$ cat src/rtl/ubg_pkg.sv
package ubg_pkg;
  localparam int DATA_WIDTH = 32;
  localparam int CD_WIDTH   = 16;
  localparam int BD_WIDTH   = 8;
  localparam int CD_RESET   = 32'h0000_028B;
  localparam int BD_RESET   = 32'h0000_000F;
  localparam int CD_FLOOR   = 1;
  localparam int BD_FLOOR   = 4;
  localparam int PRESCALE   = 8;

  typedef enum logic [1:0] {
    SEL_MODE = 2'd0,
    SEL_CD   = 2'd1,
    SEL_BD   = 2'd2,
    SEL_NONE = 2'd3
  } reg_sel_e;
endpackage

$ cat src/rtl/ubg_cfg.sv
module ubg_cfg
  import ubg_pkg::*;
#(
  parameter int DATA_W = DATA_WIDTH,
  parameter int CD_W   = CD_WIDTH,
  parameter int BD_W   = BD_WIDTH
) (
  input  logic              clk,
  input  logic              rst_n,
  input  logic              wr_en,
  input  logic [1:0]        wr_addr,
  input  logic [DATA_W-1:0] wr_data,
  output logic              div8_o,
  output logic [CD_W-1:0]   cd_o,
  output logic [BD_W-1:0]   bd_o,
  output logic              restart_o
);
  logic            mode_q, mode_d, mode_we;
  logic [CD_W-1:0] cd_q, cd_keep;
  logic [BD_W-1:0] bd_q, bd_keep;
  logic            cd_we, bd_we;

  always_comb begin
    cd_keep   = wr_data[CD_W-1:0];
    bd_keep   = wr_data[BD_W-1:0];
    mode_we   = wr_en && (wr_addr == SEL_MODE);
    mode_d    = wr_data[0];
    cd_we     = wr_en && (wr_addr == SEL_CD)
                && (wr_data >= DATA_W'(CD_FLOOR))
                && (cd_keep >= CD_W'(CD_FLOOR));
    bd_we     = wr_en && (wr_addr == SEL_BD)
                && (wr_data >= DATA_W'(BD_FLOOR))
                && (bd_keep >= BD_W'(BD_FLOOR));
    restart_o = mode_we && (mode_d != mode_q);
  end

  always_ff @(posedge clk or negedge rst_n) begin
    if (!rst_n) begin
      mode_q <= 1'b0;
      cd_q   <= CD_W'(CD_RESET);
      bd_q   <= BD_W'(BD_RESET);
    end else begin
      if (mode_we) mode_q <= mode_d;
      if (cd_we)   cd_q   <= cd_keep;
      if (bd_we)   bd_q   <= bd_keep;
    end
  end

  assign div8_o = mode_q;
  assign cd_o   = cd_q;
  assign bd_o   = bd_q;

  a_r4_zero_cd_ignored: assert property (@(posedge clk) disable iff (!rst_n)
    (wr_en && wr_addr == SEL_CD && wr_data == '0) |=> $stable(cd_q));
  a_r5_low_bd_ignored: assert property (@(posedge clk) disable iff (!rst_n)
    (wr_en && wr_addr == SEL_BD && wr_data < DATA_W'(BD_FLOOR)) |=> $stable(bd_q));
  a_r10_none_ignored: assert property (@(posedge clk) disable iff (!rst_n)
    (wr_en && wr_addr == SEL_NONE) |=> ($stable(cd_q) && $stable(bd_q) && $stable(mode_q)));
endmodule

$ cat src/rtl/ubg_prescale.sv
module ubg_prescale #(
  parameter int RATIO = 8,
  localparam int CNT_W = (RATIO > 1) ? $clog2(RATIO) : 1
) (
  input  logic clk,
  input  logic rst_n,
  input  logic restart_i,
  input  logic div8_i,
  output logic en_o
);
  logic [CNT_W-1:0] cnt_q, cnt_d;
  logic             last;

  always_comb begin
    last = (cnt_q == CNT_W'(RATIO - 1));
    if (restart_i || !div8_i || last) cnt_d = '0;
    else                              cnt_d = cnt_q + 1'b1;
    en_o = div8_i ? last : 1'b1;
  end

  always_ff @(posedge clk or negedge rst_n) begin
    if (!rst_n) cnt_q <= '0;
    else        cnt_q <= cnt_d;
  end

  a_r6_div8_spacing: assert property (@(posedge clk) disable iff (!rst_n)
    (div8_i && $past(div8_i) && en_o) |=> (!div8_i || !en_o));
endmodule

$ cat src/rtl/ubg_divider.sv
module ubg_divider #(
  parameter int W       = 16,
  parameter int RST_LIM = 1
) (
  input  logic         clk,
  input  logic         rst_n,
  input  logic         restart_i,
  input  logic         en_i,
  input  logic [W-1:0] lim_i,
  output logic         tick_o
);
  logic [W-1:0] cnt_q, cnt_d, act_q, act_d;
  logic         tick_q, tick_d, wrap, act_ld;

  always_comb begin
    wrap   = en_i && (cnt_q == act_q - 1'b1);
    act_ld = restart_i || wrap;
    act_d  = act_ld ? lim_i : act_q;
    tick_d = 1'b0;
    cnt_d  = cnt_q;
    if (restart_i) begin
      cnt_d = '0;
    end else if (wrap) begin
      cnt_d  = '0;
      tick_d = 1'b1;
    end else if (en_i) begin
      cnt_d = cnt_q + 1'b1;
    end
  end

  always_ff @(posedge clk or negedge rst_n) begin
    if (!rst_n) begin
      cnt_q  <= '0;
      act_q  <= W'(RST_LIM);
      tick_q <= 1'b0;
    end else begin
      cnt_q  <= cnt_d;
      tick_q <= tick_d;
      if (act_ld) act_q <= act_d;
    end
  end

  assign tick_o = tick_q;

  a_r8_cnt_in_range: assert property (@(posedge clk) disable iff (!rst_n)
    cnt_q < act_q);
  a_r9_single_pulse: assert property (@(posedge clk) disable iff (!rst_n)
    (tick_q && act_q > W'(1)) |=> !tick_q);
endmodule

$ cat src/rtl/ubg_top.sv
module ubg_top
  import ubg_pkg::*;
#(
  parameter int DATA_W = DATA_WIDTH,
  parameter int CD_W   = CD_WIDTH,
  parameter int BD_W   = BD_WIDTH,
  parameter int PRE    = PRESCALE
) (
  input  logic              clk,
  input  logic              rst_n,
  input  logic              wr_en,
  input  logic [1:0]        wr_addr,
  input  logic [DATA_W-1:0] wr_data,
  output logic              sample_tick,
  output logic              bit_tick
);
  localparam int BL_W = BD_W + 1;

  logic [1:0]      rst_sync_q;
  logic            rst_int_n;
  logic            div8, restart, src_en;
  logic [CD_W-1:0] cd;
  logic [BD_W-1:0] bd;
  logic [BL_W-1:0] bit_lim;

  always_ff @(posedge clk or negedge rst_n) begin
    if (!rst_n) rst_sync_q <= 2'b00;
    else        rst_sync_q <= {rst_sync_q[0], 1'b1};
  end
  assign rst_int_n = rst_sync_q[1];

  ubg_cfg #(.DATA_W(DATA_W), .CD_W(CD_W), .BD_W(BD_W)) u_cfg (
    .clk(clk), .rst_n(rst_int_n), .wr_en(wr_en), .wr_addr(wr_addr),
    .wr_data(wr_data), .div8_o(div8), .cd_o(cd), .bd_o(bd),
    .restart_o(restart)
  );

  ubg_prescale #(.RATIO(PRE)) u_pre (
    .clk(clk), .rst_n(rst_int_n), .restart_i(restart), .div8_i(div8),
    .en_o(src_en)
  );

  assign bit_lim = {1'b0, bd} + BL_W'(1);

  ubg_divider #(.W(CD_W), .RST_LIM(CD_RESET)) u_sdiv (
    .clk(clk), .rst_n(rst_int_n), .restart_i(restart), .en_i(src_en),
    .lim_i(cd), .tick_o(sample_tick)
  );

  ubg_divider #(.W(BL_W), .RST_LIM(BD_RESET + 1)) u_bdiv (
    .clk(clk), .rst_n(rst_int_n), .restart_i(restart), .en_i(sample_tick),
    .lim_i(bit_lim), .tick_o(bit_tick)
  );

  a_r9_bit_after_sample: assert property (@(posedge clk) disable iff (!rst_int_n)
    bit_tick |-> $past(sample_tick));
  a_r7_restart_quiet: assert property (@(posedge clk) disable iff (!rst_int_n)
    restart |=> (!sample_tick && !bit_tick));
  a_r1_quiet_in_reset: assert property (@(posedge clk)
    !rst_int_n |-> (!sample_tick && !bit_tick));
endmodule

$ cat config.mk
export PLATFORM = sky130hd
export DESIGN_NAME = ubg_top
export DESIGN_NICKNAME = d
export VERILOG_FILES = /design/src/rtl/ubg_pkg.sv /design/src/rtl/ubg_cfg.sv /design/src/rtl/ubg_prescale.sv /design/src/rtl/ubg_divider.sv /design/src/rtl/ubg_top.sv
export SDC_FILE = /design/constraint.sdc
export NUM_CORES = 1
export LEC_CHECK = 0
export BUFFER_PORTS_ARGS = -buffer_cell sky130_fd_sc_hd__buf_4
export CORE_MARGIN = 2
export CORE_UTILIZATION = 60
export DETAILED_ROUTE_END_ITERATION = 16
export HOLD_SLACK_MARGIN = 0.1
export PLACE_DENSITY = 0.77
export SYNTH_ARGS = -nofsm -noshare
export SYNTH_HDL_FRONTEND = slang
export SYNTH_SLANG_ARGS = --single-unit
$ cat constraint.sdc
create_clock -name clk -period 3.45 [get_ports clk]
set_clock_uncertainty 0.2 [all_clocks]
set_input_delay 0.69 -clock clk [delete_from_list [all_inputs] [get_ports clk]]
set_output_delay 0.69 -clock clk [all_outputs]
set_load 0.02 [all_outputs]
# Yosys cells after proc, flatten, opt, wreduce, memory -nomap -nowiden
# Cells that the tools add are included.
[word_totals]
regBits = 82
inputBits = 37
out_inout_bits = 2
[classes]
n_lt_le_gt_ge = 4
mux = 12
n_reduce_logical = 18
n_eq_ne = 6
addsub = 6
[ops]
columns = ["op", "n"]
rows = [
  ["$mux W16", 3],
  ["$ge A32 B1 Y1 const B", 1],
  ["$ge A32 B3 Y1 const B", 1],
  ["$mux W9", 3],
  ["$add A16 B1 Y16 const B", 1],
  ["$eq A16 B16 Y1", 1],
  ["$ge A16 B1 Y1 const B", 1],
  ["$sub A16 B1 Y16 const B", 1],
  ["$logic_and A1 B1 Y1", 10],
  ["$add A8 B1 Y9 const B", 1],
  ["$add A9 B1 Y9 const B", 1],
  ["$eq A9 B9 Y1", 1],
  ["$sub A9 B1 Y9 const B", 1],
  ["$ge A8 B3 Y1 const B", 1],
  ["$reduce_bool A3 Y1", 2],
  ["$mux W1", 5],
  ["$logic_or A1 B1 Y1", 4],
  ["$add A3 B1 Y3 const B", 1],
  ["$eq A3 B3 Y1 const B", 1],
  ["$mux W3", 1],
  ["$eq A2 B1 Y1 const B", 1],
  ["$eq A2 B2 Y1 const B", 1],
  ["$logic_not A2 Y1", 1],
  ["$logic_not A1 Y1", 1],
  ["$ne A1 B1 Y1", 1],
]

# Longest topological paths before layout
# Gate-level depths: netlist (run 1).
[logic_depth]
word_depth = 6
mapped_depth = 12

# Hierarchy
# A second synthesis (run 1) with hierarchy kept.
[unflattened]
cells_unflattened = 429
area_unflattened_um2 = 4818.4
[by_module_without_submodules]
columns = ["module", "n_inst", "seq_area_each_um2", "area_each_um2", "cells_per_inst"]
rows = [
  ["ubg_divider at u_sdiv", 1, 832.0, 2192.1, 209],
  ["ubg_divider at u_bdiv", 1, 476.7, 1234.9, 124],
  ["ubg_cfg", 1, 636.9, 1069.8, 66],
  ["ubg_top", 1, 50.0, 175.2, 21],
  ["ubg_prescale", 1, 75.1, 146.4, 9],
]

# Worst setup path after synthesis (run 1)
# Ideal clock, no wire load.
[synth_timing]
path_kind = "flip-flop to flip-flop"
startpoint = "reg u_sdiv.act_q[0]"
endpoint = "reg u_sdiv.act_q[12]"
path_stages_with_launch = 12
setup_time_ns = 0.125
slack_ns = 0.560
arrival_time_ns = 2.564
period_less_slack_ns = 2.890
required_time_ns = 3.125
path_buffers = 2
path_cell_list = "dfstp_2 -> inv_1 -> ha_1 -> or4b_1 -> buf_4 -> or3_1 -> o311ai_1 -> a22o_1 -> o211ai_2 -> o21bai_4 -> buf_6 -> mux2_4"
[synth_via]
elab_chain_len = 4
[synth_lines]
columns = ["item", "line", "rtl"]
rows = [
  ["start, declared", "ubg_divider.sv:12", "logic [W-1:0] cnt_q, cnt_d, act_q, act_d;"],
  ["start signal, assigned", "ubg_divider.sv:34", "act_q <= W'(RST_LIM);"],
  ["start signal, assigned", "ubg_divider.sv:39", "if (act_ld) act_q <= act_d;"],
  ["$sub A16 B1 Y16", "ubg_divider.sv:16", "wrap = en_i && (cnt_q == act_q - 1'b1);"],
  ["$eq A16 B16 Y1", "ubg_divider.sv:16", ""],
  ["$logic_and A1 B1 Y1", "ubg_divider.sv:16", ""],
  ["$logic_or A1 B1 Y1", "ubg_divider.sv:17", "act_ld = restart_i || wrap;"],
]
# Every way passes these cells.
# A chain may end at the register's enable or synchronous reset.

# Worst setup path after layout (run 1)
[layout_timing]
startpoint = "reg u_sdiv.act_q[0]"
endpoint = "reg u_sdiv.act_q[15]"
# Same word-level chain as after synthesis.

==> results of run 1 <==
==> flip-flops by register name (all words and copies together), names as in the netlist <==
name           count
rst_sync_q         2
u_bdiv.tick_o      1
u_pre.cnt_q        3
u_sdiv.tick_o      1
u_cfg.cd_o        16
u_cfg.bd_o         8
u_sdiv.cnt_q      16
u_sdiv.act_q      16
u_bdiv.cnt_q       9
u_bdiv.act_q       9
u_cfg.div8_o       1
==> placed cells by master (no fill, tap or decap), drive strengths merged, types with 2 or more instances in the layout <==
cell,n
nand2b,6
clkinv,2
nand3b,5
ha,7
clkbuf,10
and3,6
nand2,26
mux2,46
o22ai,3
xor2,29
nor3,11
o31ai,2
mux2i,3
nor3b,2
or4,2
nand3,12
inv,14
buf,27
dfrtp,67
o211ai,4
a21oi,8
dfstp,15
nor2,41
xnor2,30
nor4,10
o21ai,6
o21bai,2
nand4,11
==> per-layer routing <==
| metal | share of wire (%) | track usage (%) | up-vias |
|---|---|---|---|
| met2 | 47 | 34.5 | 63 |
| met5 | 0 | 0 | - |
| met3 | 3.4 | 4.86 | 10 |
| li1 | - | - | 1462 |
| met1 | 48 | 30.7 | 1510 |
| met4 | 1.8 | 7.82 | 0 |
==> stage by stage <==
| stage | cells | instance area (sq um) | utilization [%] |
|---|---|---|---|
| 2_1_floorplan | 404 | 4430 | - |
| 3_3_place_gp | 513 | 4670 | 64.8 |
| 3_5_place_dp | 513 | 4670 | 64.8 |
| 4_1_cts | 530 | 4890 | 67.8 |
| 5_1_grt | 530 | 4890 | 67.8 |
| 6_report | 530 | 4890 | 67.8 |
==> area by class of cell <==
class                      count  share of cell area, %
clock buffer                  10                   2.81
clock inverter                 6                   1.48
inverter                      11                  0.844
multi-input combinational    294                   45.3
sequential                    82                   42.4
tap                           99                   2.53
timing repair buffer          28                   4.60
==> power by group through the flow <==
| stage | Combinational (mW) | Sequential, mW | Clock [mW] |
|---|---|---|---|
| global route | 1.11 | 1.67 | 0.791 |
| CTS | 1.01 | 1.61 | 0.751 |
| finish | 1.01 | 1.62 | 0.739 |
| global placement | 0.951 | 1.61 | 0 |
| detailed placement | 0.997 | 1.63 | 0 |
| floorplan | 0.903 | 1.46 | 0 |
==> cells by family after synthesis <==
family	count (synthesis)
AOI/OAI and AO/OA	37
xor gates and xnor gates	59
adders and majority gates	7
buffers and inverters	28
DFF	82
muxes	49
other	1
and+or+nand+nor	141
==> worst max-delay path: stages (launching register included) <==
cell,delay [ns]
dfstp_2,0.40
inv_1,0.06
ha_1,0.20
or4b_1,0.66
o21a_1,0.26
o311ai_1,0.27
a22o_1,0.21
o211ai_2,0.14
o21bai_4,0.18
buf_12,0.19
mux2_2,0.34
==> worst min path at each step <==
| stage | end | slack (ns) | cells after the start |
|---|---|---|---|
| 2_1_floorplan | rst_sync_q[1] | 0.13 | 0 |
| 3_5_place_dp | rst_sync_q[1] | 0.15 | 0 |
| 3_3_place_gp | rst_sync_q[1] | 0.14 | 0 |
| 6_report | rst_sync_q[1] | 0.16 | 0 |
| 4_1_cts | rst_sync_q[1] | 0.17 | 0 |
| 5_1_grt | rst_sync_q[1] | 0.17 | 0 |
==> timing repair <==
action | in CTS | in global routing
setup endpoints to repair | 0 | 0
endpoints found under the hold margin | 2 | 0
hold buffers | 1 | 0
==> flow_summary.ini, run 1 <==
[routing]
dr.first_iter.drc_count = 198
vias_per_cell = 5.75
drtPass1Iterations = 4
post-route-drc-count = 0
drt-total-wl_um = 8560
vias = 3045
post_drt_wl_per_cell_um = 16.1
antenna_left = 0

[synthesis]
synth_xor_area_share_pct = 11.7
ys_types = 58
yosysMostFrequentCell = dfrtp_1
yosysTopAreaCell = dfrtp_1
netlist_instances = 404
synthMuxAreaShare_pct = 13.5
synth_fa_ha_area_share_pct = 1.98
synth_top_area_share_pct = 37.9
synth_area_leaders = dfrtp_1, dfstp_2, mux2_2, xnor2_1, xor2_1
yosys_warnings = 0
synth_compound_area_share_pct = 6.36
syn-num-nets = 448
yosys.area_share.simple_pct = 16.5
synth-edff-count = 0
ys_seq_area_share_pct = 46.8
async_flop_share_pct = 100
synth_top_family_by_area = simple AND/OR/NAND/NOR gates
ys_seq_elements = 82
syn_area_per_cell_sq_um = 11.0
yosys-top-cells-count = dfrtp_1, nor2_1, mux2_2, xnor2_1, xor2_1
netlist_area_sq_mm = 0.00443
synth_flop_cell = dfrtp_1

[worst_setup_path]
cp-end-kind = register
path_class = register to register
critPathLaunch = u_sdiv.act_q[0]
start_kind = register
r2r_cells = 10
r2r-end = u_sdiv.act_q[15]
reg2reg_slack_ns = 0.23
cp.arrival_ns = 3.26
r2r-start = u_sdiv.act_q[0]
worstPathMaxFanout = 18
required_ns = 3.50
crit_path_end = u_sdiv.act_q[15]

[clocking]
clk_pin_slew_ns = 0.09
ctsResizeCount = 0
h-tree-depth = 3
post_cts_buffers = 0
clk_latency_ns = 0.36
cts_tree = yes
cts-root-buf = clkbuf_8
cts_buffers = 9
clkSinkCount = 82
clk_path_buf_depth = 2

[power_and_ir_drop]
ir_drop_v = 0.000505
p_total_mw = 3.37
p_clk_share_pct = 22.0
p_leak_nw = 2.11
seqPwrFrac_pct = 48.0
power.density_mw_per_mm2 = 688
power.internal_mw = 2.16
p_sw_mw = 1.21
p_sw_share_pct = 36.0
comb_power_share_pct = 30.1

[die]
die_area_sq_mm = 0.00809
chipWidth_um = 89.9
initial_core_util_pct = 61.4
io_pins = 39
core-area_sq_mm = 0.00721
rows = 31
die-height_um = 89.9

[global_route]
grt_pass1_wl_um = 14300
grt_util_all_layers_pct = 22.1
antenna_found_initial = 0
grt_max_degree = 81
grt_pass1_vias = 2935
grt_overflow = 0

[timing]
grt_setup_unrepaired = false
worst_pin_slew_ns = 0.973
setup_slack_ns = 0.234
max_freq_mhz = 311
relSlewSlack_pct = 35.1
hold_violations = 0
whs_ns = 0.161
fin_crit_ns = 3.22
fin_crit_sh_pct = 93.2
setup_viol_count_final = 0
fin_setup_tns_ns = 0
timing.final.max_slew_violations = 0

[layout]
num_antenna_cells = 0
fill_cells = 563
layout-drive-gt1-share_pct = 26.0
fin_nets = 470
area_growth_pct = 10.5
multi_input_area_sq_mm = 0.00222
register_area_sq_mm = 0.00207

[placed_design]
pre_cts_slack_ns = 0.256
place.gp.congestion = 0.865
port_buffers = 22
dp_hpwl_um = 6010

[run_status]
status = complete, no violations

[min_path]
worstHoldStart = rst_sync_q[0]
hold_path.class = register to register

[job]
cap_viol_max_count = 0
No activity file was read; power rests on OpenSTA's default activity.
==> run 2: changes to the inputs <==
--- a/config.mk
+++ b/config.mk
@@ -7,10 +7,10 @@
 export LEC_CHECK = 0
 export BUFFER_PORTS_ARGS = -buffer_cell sky130_fd_sc_hd__buf_4
 export CORE_MARGIN = 2
-export CORE_UTILIZATION = 60
+export CORE_UTILIZATION = 50
 export DETAILED_ROUTE_END_ITERATION = 16
 export HOLD_SLACK_MARGIN = 0.1
-export PLACE_DENSITY = 0.77
+export PLACE_DENSITY = 0.68
 export SYNTH_ARGS = -nofsm -noshare
 export SYNTH_HDL_FRONTEND = slang
 export SYNTH_SLANG_ARGS = --single-unit
==> constraint.sdc (replaced) <==
create_clock -name clk -period 2.8 [get_ports clk]
set_clock_uncertainty 0.2 [all_clocks]
set_input_delay 0.56 -clock clk [delete_from_list [all_inputs] [get_ports clk]]
set_output_delay 0.56 -clock clk [all_outputs]
set_load 0.02 [all_outputs]
==> run 2 against run 1 <==
Net effect: the flow now finishes with violations (negative setup slack); cell area rose by 8.2%; register-to-register slack got worse by 0.38 ns; sequential share of layout area fell by 3.2 points; largest cell class unchanged; largest power group unchanged; highest routed layer unchanged.
==> flow_summary.ini, run 2 (same netlist as run 1, synthesis figures left out) <==
[global_route]
antenna_found_initial = 0
grt_pass1_wl_um = 15400
grt_max_degree = 81
grt_overflow = 0
grt_util_all_layers_pct = 19.9
grt_pass1_vias = 3135

[min_path]
hold_path_end = rst_sync_q[1]
hold_path.class = register to register
hold_depth = 0
worstHoldStart = rst_sync_q[0]

[clocking]
cts-root-buf = clkbuf_8
clkSinkCount = 82
cts_tree = yes
clk_pin_slew_ns = 0.10
clk_latency_ns = 0.36
cts_buffers = 9
h-tree-depth = 3
clk_path_buf_depth = 2

[layout]
layout-drive-gt1-share_pct = 32.7
fin_nets = 501
num_antenna_cells = 0
area_growth_pct = 19.5
final_cell_mix = dfrtp_1, buf_4, nor2_1
final_common_cell = dfrtp_1
final_core_util_pct = 61.3

[routing]
antenna_left = 0
post-route-drc-count = 0
vias = 3134
vias_per_cell = 5.50
drt-total-wl_um = 8810
post_drt_wl_per_cell_um = 15.5
drtPass1Iterations = 4
dr.first_iter.drc_count = 142

[timing]
timing.final.max_slew_violations = 0
setup_slack_ns = -0.143
relSlewSlack_pct = 35.2
hold_violations = 0
grt_setup_unrepaired = true
fin_crit_ns = 2.94
whs_ns = 0.156
max_freq_mhz = 340
setup_viol_count_final = 30
worst_pin_slew_ns = 0.973
fin_crit_sh_pct = 105

[placed_design]
dp_hpwl_um = 6270
port_buffers = 22
place.gp.congestion = 0.781

[worst_setup_path]
cp-end-kind = register
critPathBufInv = 4
r2r_cells = 12
cp.arrival_ns = 3.00
cp_slowest_cell = or4b_4
slowest_delay_ns = 0.49
path_class = register to register
critPathTopFamily = simple AND/OR/NAND/NOR gates
crit_chain = inv_2 -> ha_4 -> or4b_4 -> buf_4 -> a2111oi_4 -> a21oi_1 -> nor3_2 -> o211ai_2 -> o21bai_4 -> buf_12 -> buf_16 -> mux2_4
worstPathMaxFanout = 10
r2r-start = u_sdiv.act_q[0]
start_kind = register
reg2reg_slack_ns = -0.14
r2r-end = u_sdiv.act_q[2]
required_ns = 2.85

[die]
core-area_sq_mm = 0.00864
io_pins = 39
die_area_sq_mm = 0.00963
chipWidth_um = 98.1
initial_core_util_pct = 51.3
die-height_um = 98.1
rows = 34

[power_and_ir_drop]
ir_drop_v = 0.000549
power.density_mw_per_mm2 = 853
p_leak_nw = 2.30

[run_status]
status = finished with violations
violations = negative setup slack

[job]
cap_viol_max_count = 0
-- run 2: changes by cell type in the layout (fill, tap and decap cells not counted), sizes merged --
cell	delta
buf	+31
clkinv	-2
bufinv	+1
clkbuf	-1
clkinvlp	+1
inv	+1
-- run 2: how the worst max path moves through the flow --
stage / from / end / slack (ns) / depth (start not counted)
after floorplan: u_sdiv.act_q[1] / u_sdiv.act_q[12] / -0.03 / 11
after global placement: u_sdiv.act_q[1] / u_sdiv.act_q[15] / -0.07 / 10
after detailed placement: u_sdiv.act_q[1] / u_sdiv.act_q[15] / -0.17 / 10
after CTS: u_sdiv.act_q[0] / u_sdiv.act_q[2] / -0.15 / 12
after global routing: u_sdiv.act_q[0] / u_sdiv.act_q[0] / -0.27 / 12
final: u_sdiv.act_q[0] / u_sdiv.act_q[2] / -0.14 / 12
-- run 2: timing repair --
action | CTS | global route
cloned | 2 | 0
gates resized for setup | 8 | 5
buffers inserted | 5 | 2
pin swaps | 2 | 4
setup endpoints to repair | 30 | 48
hold buffers | 1 | 0
hold endpoints to repair | 2 | 0
-- run 2: cell type report --
type / instances / area, sq um
clock buffers: 9 / 124
clock inverters: 7 / 105
fillers: 693 / 3340
inverters: 11 / 41.3
multi-input cells: 294 / 2290
flip-flops and latches: 82 / 2070
well taps: 108 / 135
repair buffers: 59 / 518
-- run 2: worst register-to-register path, stage by stage (launching register included) --
cell and delay, ns:
dfstp_2 0.39, inv_2 0.06, ha_4 0.11, or4b_4 0.49, buf_4 0.19, a2111oi_4 0.18, a21oi_1 0.08, nor3_2 0.19
o211ai_2 0.15, o21bai_4 0.22, buf_12 0.14, buf_16 0.14, mux2_4 0.30
-- run 2: metal layers --
layer  part of all wire, %  global-route usage, %  vias up
li1                      -                      -     1533
met1                    47                   27.9     1528
met2                    48                   32.2       61
met3                   3.4                   3.36       12
met4                   1.5                   5.98        0
met5                     0                      0        -
-- run 2: power breakdown --
part | leakage [nW] | internal (mW) | total (mW) | switching [mW]
Clock | 0.113 | 0.518 | 0.992 | 0.474
Sequential | 1.01 | 1.53 | 1.93 | 0.398
Combinational | 1.18 | 0.880 | 1.59 | 0.712
-- run 2: metrics by stage --
stage	instance area (sq um)	setup TNS, ns	cells	total power, mW	worst slack, ns
6_report	5290	-2.77	570	4.51	-0.143
5_1_grt	5290	-6.88	570	4.81	-0.266
4_1_cts	5250	-2.83	568	4.49	-0.147
3_5_place_dp	4880	-2.49	544	3.44	-0.169
3_3_place_gp	4880	-0.427	544	3.36	-0.0672
2_1_floorplan	4460	-0.327	404	2.96	-0.0348
==> run 3: changes to the inputs <==
--- a/config.mk
+++ b/config.mk
@@ -8,9 +8,11 @@
 export BUFFER_PORTS_ARGS = -buffer_cell sky130_fd_sc_hd__buf_4
 export CORE_MARGIN = 2
 export CORE_UTILIZATION = 50
+export CTS_BUF_LIST = sky130_fd_sc_hd__clkbuf_8
 export DETAILED_ROUTE_END_ITERATION = 16
 export HOLD_SLACK_MARGIN = 0.1
 export PLACE_DENSITY = 0.68
 export SYNTH_ARGS = -nofsm -noshare
 export SYNTH_HDL_FRONTEND = slang
+export SYNTH_HIERARCHICAL = 1
 export SYNTH_SLANG_ARGS = --single-unit
==> run 3 against run 2 <==
Net effect: register-to-register slack better by 0.04 ns; die area grew 8.4%; the run still ends with negative setup slack left; combinational power is 21% higher.
==> flow_summary.ini, run 3 <==
[routing]
drt-total-wl_um = 9840
post_drt_wl_per_cell_um = 16.2
dr.first_iter.drc_count = 150
vias = 3458
antenna_left = 0
drtPass1Iterations = 5
post-route-drc-count = 0
vias_per_cell = 5.69

[power_and_ir_drop]
p_total_mw = 4.65
ir_drop_v = 0.000511
power.density_mw_per_mm2 = 837
p_leak_nw = 2.42

[global_route]
grt_util_all_layers_pct = 20.4
grt.met3_usage_pct = 2.60
grt_pass1_vias = 3488
grt_max_degree = 39
grt_overflow = 0
use_met2_pct = 32.9
antenna_found_initial = 0
use_met1_pct = 28.7
busiest_layer = met2
grt_pass1_wl_um = 16800

[layout]
fin_area_sq_mm = 0.00555
final_common_cell = dfrtp_1
fill_cells = 790
num_antenna_cells = 0
register_area_sq_mm = 0.00207
fin_nets = 518
final_cell_mix = dfrtp_1, buf_4, xnor2_1
final_core_util_pct = 59.8
area_growth_pct = 15.2
multi_input_area_sq_mm = 0.00266
final_cells = 608
layout-drive-gt1-share_pct = 34.0

[job]
cap_viol_max_count = 0

[synthesis]
synth_area_leaders = dfrtp_1, dfstp_2, mux2_4, mux2_2, xnor2_1
yosysTopAreaCell = dfrtp_1
ys_types = 67
ys_seq_elements = 82
netlist_instances = 429
ys_seq_area_share_pct = 43.0
synth_flop_cell = dfrtp_1
synth_top_area_share_pct = 34.8
yosysMostFrequentCell = dfrtp_1
netlist_area_sq_mm = 0.00482
async_flop_share_pct = 100
yosys-top-cells-count = dfrtp_1, xnor2_1, nor2_1, mux2_2
syn_area_per_cell_sq_um = 11.2
syn-num-nets = 473
synth-edff-count = 0
yosys_warnings = 6

[placed_design]
port_buffers = 22
place.gp.congestion = 0.859
dp_cells = 589
dp_hpwl_um = 7150
pre_cts_slack_ns = -0.0512
postPlaceCellArea_sq_mm = 0.00525

[die]
die_area_sq_mm = 0.0104
io_pins = 39
rows = 35
initial_core_util_pct = 51.9
core-area_sq_mm = 0.00928
die-height_um = 102
chipWidth_um = 102

[timing]
hold_violations = 0
grt_setup_unrepaired = true
fin_crit_ns = 2.90
fin_crit_sh_pct = 104
setup_slack_ns = -0.103
setup_viol_count_final = 30
timing.final.max_slew_violations = 0
max_freq_mhz = 344
worst_pin_slew_ns = 0.615
relSlewSlack_pct = 58.8

[worst_setup_path]
r2r-end = u_sdiv/cnt_q[1]
reg2reg_slack_ns = -0.10
path_class = register to register
start_kind = register
required_ns = 2.83
r2r_cells = 11
worstPathMaxFanout = 16
cp.arrival_ns = 2.93
cp-end-kind = register
r2r-start = u_sdiv/act_q[1]

[min_path]
hold_path.class = register to asynchronous set/reset pin

[run_status]
violations = negative setup slack
status = finished with violations

[clocking]
clk_pin_slew_ns = 0.10
clk_path_buf_depth = 2
cts-root-buf = clkbuf_8
h-tree-depth = 3
clk_latency_ns = 0.35
clkSinkCount = 82
cts_tree = yes
cts_buffers = 9
## run 3: layer usage
metal	vias up	wire length, um
li1	1638	-
met1	1726	4720
met2	86	4710
met3	8	329
met4	0	87
met5	-	0
## run 3: logic make-up after synthesis
logic type	share of synthesized area [%]
muxes	13.9
and+or+nand+nor	19.2
xor gates and xnor gates	10.0
AOI/OAI and AO/OA	8.18
DFF	43.0
other	0.0778
adders and majority gates	1.82
buffers and inverters	3.90
## run 3: worst max path at each step
stage,startpoint,to,slack [ns],cells past startpoint
after global placement,u_sdiv/act_q[1],u_sdiv/act_q[11],-0.02,10
after CTS,u_sdiv/act_q[1],u_sdiv/act_q[10],-0.04,10
final,u_sdiv/act_q[1],u_sdiv/cnt_q[1],-0.10,11
after detailed placement,u_sdiv/act_q[1],u_sdiv/act_q[10],-0.05,10
after global routing,u_sdiv/act_q[0],u_sdiv/cnt_q[0],-0.21,11
after floorplan,u_sdiv/act_q[1],u_sdiv/act_q[15],0.02,10
## run 3: worst max-delay path: stages (launching register included)
cell and delay (ns):
dfstp_2 0.38, inv_2 0.06, ha_4 0.13, or4b_4 0.52
nor2_1 0.18, xnor2_1 0.23, o2111ai_4 0.16, buf_4 0.18
nor4_1 0.25, and2_1 0.24, buf_12 0.17, o32ai_1 0.09
## run 3: layout make-up
class	count	area share, %
Timing Repair Buffer	50	7.26
Clock buffer	9	2.23
Multi-Input combinational cell	315	47.8
Clock inverter	7	1.33
Inverter	16	1.08
Tap cell	129	2.91
Sequential cell	82	37.4
## run 3: repair_timing
item	CTS	global route
hold endpoints to repair	2	0
resized for setup	1	11
gates cloned	0	1
setup buffers	0	1
pin swaps	1	4
hold buffers	1	0
endpoints found under the setup margin	17	51
## run 3: power breakdown
group / internal [mW] / switching, mW
Sequential: 1.53 / 0.356
Combinational: 0.965 / 0.950
Clock: 0.354 / 0.492
## run 3: through the flow
| stage | hold slack [ns] | TNS [ns] |
|---|---|---|
| detailed placement | 0.109 | -0.457 |
| floorplan | 0.0644 | 0 |
| global placement | 0.108 | -0.0936 |
| global route | 0.154 | -5.03 |
| CTS | 0.125 | -0.318 |
| finish | 0.101 | -1.66 |
